$ cat src/rtl/opreg_pkg.sv
package opreg_pkg;
  localparam int unsigned DATA_W = 4;
  typedef enum logic {SRC_IMM = 1'b0, SRC_DP = 1'b1} a_src_e;
endpackage

$ cat src/rtl/opreg_cell.sv
module opreg_cell #(
  parameter int unsigned W = 4
) (
  input  logic         clk,
  input  logic         rst,
  input  logic         wr,
  input  logic [W-1:0] d,
  output logic [W-1:0] q
);
  logic [W-1:0] q_r;

  always_ff @(posedge clk) begin
    if (rst)     q_r <= '0;
    else if (wr) q_r <= d;
  end

  assign q = q_r;

  p_hold_when_idle_r6: assert property (@(posedge clk) disable iff (rst)
    !wr |=> $stable(q_r));
  p_load_when_enabled_r7: assert property (@(posedge clk) disable iff (rst)
    wr |=> (q_r == $past(d)));
  p_reset_clears_r8: assert property (@(posedge clk)
    rst |=> (q_r == '0));
endmodule

$ cat src/rtl/opreg_a_mux.sv
module opreg_a_mux
  import opreg_pkg::*;
#(
  parameter int unsigned W = 4
) (
  input  logic         sel,
  input  logic [W-1:0] imm,
  input  logic [W-1:0] dp,
  output logic [W-1:0] y
);
  always_comb begin
    unique case (a_src_e'(sel))
      SRC_DP:  y = dp;
      default: y = imm;
    endcase
  end
endmodule

$ cat src/rtl/opreg_bank.sv
module opreg_bank
  import opreg_pkg::*;
#(
  parameter int unsigned W = DATA_W
) (
  input  logic         clk,
  input  logic         rst,
  input  logic [W-1:0] imm_data,
  input  logic [W-1:0] dp_result,
  input  logic         dp_ovf,
  input  logic         dp_cmp,
  input  logic         a_src,
  input  logic         a_wr,
  input  logic         b_wr,
  input  logic         res_wr,
  input  logic         ovf_wr,
  input  logic         cmp_wr,
  output logic [W-1:0] a_q,
  output logic [W-1:0] b_q,
  output logic [W-1:0] res_q,
  output logic         ovf_q,
  output logic         cmp_q
);
  localparam int unsigned NFLAG = 2;

  logic [W-1:0]     a_next;
  logic [NFLAG-1:0] flag_wr, flag_d, flag_q;

  opreg_a_mux #(.W(W)) u_amux (.sel(a_src), .imm(imm_data), .dp(dp_result), .y(a_next));

  opreg_cell #(.W(W)) u_a   (.clk(clk), .rst(rst), .wr(a_wr),   .d(a_next),    .q(a_q));
  opreg_cell #(.W(W)) u_b   (.clk(clk), .rst(rst), .wr(b_wr),   .d(imm_data),  .q(b_q));
  opreg_cell #(.W(W)) u_res (.clk(clk), .rst(rst), .wr(res_wr), .d(dp_result), .q(res_q));

  assign flag_wr = {cmp_wr, ovf_wr};
  assign flag_d  = {dp_cmp, dp_ovf};

  for (genvar i = 0; i < NFLAG; i++) begin : g_flag
    opreg_cell #(.W(1)) u_flag (.clk(clk), .rst(rst), .wr(flag_wr[i]),
                                .d(flag_d[i]), .q(flag_q[i]));
  end

  assign ovf_q = flag_q[0];
  assign cmp_q = flag_q[1];

  p_a_from_imm_r1: assert property (@(posedge clk) disable iff (rst)
    (a_wr && !a_src) |=> (a_q == $past(imm_data)));
  p_a_from_dp_r2: assert property (@(posedge clk) disable iff (rst)
    (a_wr && a_src) |=> (a_q == $past(dp_result)));
  p_b_from_imm_r3: assert property (@(posedge clk) disable iff (rst)
    b_wr |=> (b_q == $past(imm_data)));
  p_res_from_dp_r4: assert property (@(posedge clk) disable iff (rst)
    res_wr |=> (res_q == $past(dp_result)));
  p_ovf_load_r5: assert property (@(posedge clk) disable iff (rst)
    ovf_wr |=> (ovf_q == $past(dp_ovf)));
  p_cmp_load_r5: assert property (@(posedge clk) disable iff (rst)
    cmp_wr |=> (cmp_q == $past(dp_cmp)));
  p_all_clear_r8: assert property (@(posedge clk)
    rst |=> (a_q == '0 && b_q == '0 && res_q == '0 && !ovf_q && !cmp_q));
endmodule

$ cat config.mk
export PLATFORM = sky130hd
export DESIGN_NAME = opreg_bank
export DESIGN_NICKNAME = d
export VERILOG_FILES = /design/src/rtl/opreg_pkg.sv /design/src/rtl/opreg_cell.sv /design/src/rtl/opreg_a_mux.sv /design/src/rtl/opreg_bank.sv
export SDC_FILE = /design/constraint.sdc
export NUM_CORES = 1
export LEC_CHECK = 0
export ABC_AREA = 1
export BUFFER_PORTS_ARGS = -buffer_cell sky130_fd_sc_hd__clkbuf_2
export CORE_AREA = 2 2 50 52
export DETAILED_ROUTE_END_ITERATION = 6
export DIE_AREA = 0 0 52 54
export HOLD_SLACK_MARGIN = 0.06
export PLACE_DENSITY = 0.64
export SYNTH_ARGS = -nofsm -noshare
export SYNTH_HDL_FRONTEND = slang
export SYNTH_HIERARCHICAL = 1
export SYNTH_SLANG_ARGS = --single-unit
$ cat constraint.sdc
create_clock -name clk -period 0.8 [get_ports clk]
set_input_delay 0.12 -clock clk [delete_from_list [all_inputs] [get_ports clk]]
set_output_delay 0.12 -clock clk [all_outputs]
set_load 0.01 [all_outputs]
==> metrics.md <==
| Metric | Value |
|---|---|
| Remaining DRCs | 0 |
| CTS H-Tree Depth | 1 |
| CP required | 0.68 ns |
| Crit-path slowest cell | dfxtp_2 |
| Endpoints failing hold | 0 |
| Root buffer cell | clkbuf_4 |
| CTS Buffer Depth | 2 |
| # rows | 18 |
| Largest net degree at the start of global routing | 9 |
| Tmin final | 0.845 ns |
| Hold bufs inserted after CTS | 0 |
| Worst path cell trace | buf_6 |
| Crit path capture type | output pin |
| Die Ht | 54 um |
| Failing checks | negative setup slack |
| Routed length per instance | 8.52 um |
| Pre-CTS setup slack | 0.0841 ns |
| Clock buffer count from CTS | 3 |
| Commonest cells after routing, fill and taps aside | nand2_1 (40), nor2_1 (23), clkbuf_2 (17) |
| GPL Wtd Cong | 0.798 |
| Maxcap violations | 0 |
| Pre-antenna DRT Iters | 4 |
| Clock network power share | 31.3% |
| Bufs and invs on worst path | 1 |
| P&R area growth vs syn | 46.9% |
| Synth Instances | 105 |
| Vias | 647 |
| Grt ovf | 0 |
| Placed cell count | 163 |
| Power share of the sequential group | 48.2% |
| Antenna cells | 0 |
| Cell area after layout | 965 um^2 |
| DP Wirelength | 1140 um |
| Initial core utilization | 28.3% |
| Share of layout cells above drive strength 1 | 42.8% |
| Power Total | 1.64 mW |
| Num Clock Sinks | 14 |
| Most common cell after layout, fill and taps aside | nand2_1 |
| CTS tree | built |
| Clk slew on worst S/H paths | 0.09 ns |
| Drt initial violations | 2 |
| Die width | 52 um |
| First-pass GRT wire length | 2300 um |
| #FFs+latches synth | 14 |
| YS warnings | 6 |
| Psw | 0.431 mW |
| Final worst slack | -0.0450 ns |
| Lkg Pwr | 0.569 nW |
| Unrepaired setup endpoints after global routing | true |
| CP Class | register to output pin |
| DRT antenna net count | 0 |
| Switching Share | 26.3% |
| Cell variety after synth | 7 |
| Fmax | 1180 MHz |
| P_int | 1.21 mW |
| Sequential-to-total area share from yosys stat | 42.7% |
| Peak supply drop | 1.10 mV |
| Synth Area per Inst | 6.26 um^2 |
| Final max-slew violation count | 0 |
| Comb power frac | 20.6% |
| Final instance count without filler cells | 168 |
| HP Class | input pin to register |
| Pwr/cell area | 1700 mW/mm^2 |
| Die area | 0.00281 mm^2 |
| Number of port buffers | 31 |
| Worst-Margin Slew | 0.159 ns |
| Synthesized net count | 123 |
| Run status | finished with violations |
| Vias in the first global route | 591 |
| Vias per cell | 3.85 |
| Clock Latency Late Sink | 0.28 ns |
| Hold WS | 0.0784 ns |
| Rel. slew slack | 89.4% |
| CP delay by family, top | flip-flops |
| Antenna violations before repair | 0 |
| IO Count | 32 |
| Core Area | 0.00232 mm^2 |
| Crit Path Max Fanout | 2 |
| Routed WL | 1430 um |
| Worst setup SP type | register |
| CP arrival | 0.73 ns |
| Post-Syn Area | 657 um^2 |
| All-Layer GR Usage | 11.6% |
| Worst reg2reg setup slack | 0.11 ns |
| Setup violators final | 14 |
| Fin crit share | 106% |
| Delay of the slowest critical-path stage | 0.34 ns |
| Clock Skew | 0 ns |
| FILL cells | 240 |
| Final nets | 157 |
| Placed inst area | 816 um^2 |
==> cell type report <==
class	count	area (um^2)	share of cell area [%]
Clock buffer	4	36.3	3.76
Inverter	20	75.1	7.78
Multi-Input combinational cell	68	268	27.8
Sequential cell	14	298	30.9
Tap cell	30	37.5	3.89
Timing Repair Buffer	32	250	25.9
==> kinds of logic after synthesis <==
kind of cell	after synthesis	synth area share [%]
buffers and inverters	23	16.6
flip-flops	14	42.7
AND/OR/NAND/NOR	68	40.8
==> power groups by stage <==
stage	Combinational [mW]	Clock, mW	Sequential, mW
floorplan	0.147	0	0.809
global placement	0.273	0	0.785
detailed placement	0.280	0	0.787
CTS	0.287	0.546	0.780
global route	0.379	0.577	0.798
finish	0.337	0.513	0.789
==> state kept, by name, indices dropped and copies added, names as in the netlist <==
name / cells
u_res/q: 4
u_b/q: 4
u_a/q: 4
g_flag.u_flag/q: 2
==> repair_timing <==
action,in CTS,in global routing
resized for setup,14,28
buffers inserted,1,0
setup endpoints to repair,14,14
==> metrics by stage <==
step / utilization [%] / TNS [ns]
floorplan: - / 0
global placement: 35.2 / 0
detailed placement: 35.2 / 0
CTS: 37.8 / -1.01
global route: 41.6 / -1.14
finish: 41.6 / -0.558
==> path summary, 6_finish.rpt <==
path / start / end / cells past startpoint
worst max-delay path: u_b/q[2]$_SDFFE_PP0P_ / b_q[2] / 1
worst min-delay path: cmp_wr / g_flag[1].u_flag/q$_SDFFE_PP0P_ / 3
worst max register to register: u_a/q[0]$_SDFFE_PP0P_ / u_a/q[0]$_SDFFE_PP0P_ / 3
worst min register to register: u_res/q[2]$_SDFFE_PP0P_ / u_res/q[2]$_SDFFE_PP0P_ / 2
==> routing by layer <==
layer | vias to the layer above | part of all wire [%] | GRT usage [%]
met4 | 0 | 2.1 | 7.46
met5 | - | 0 | 0
li1 | 357 | - | -
met2 | 17 | 50 | 20.0
met3 | 4 | 4.5 | 3.33
met1 | 269 | 43 | 12.4
==> synthesized netlist by cell type <==
cell type,n,area [um^2]
inv_1,16,60.1
nor2_1,23,86.3
inv_2,4,15.0
nor2_2,5,31.3
buf_6,3,33.8
dfxtp_1,14,280
nand2_1,40,150
No activity file was read; power rests on OpenSTA's default activity.
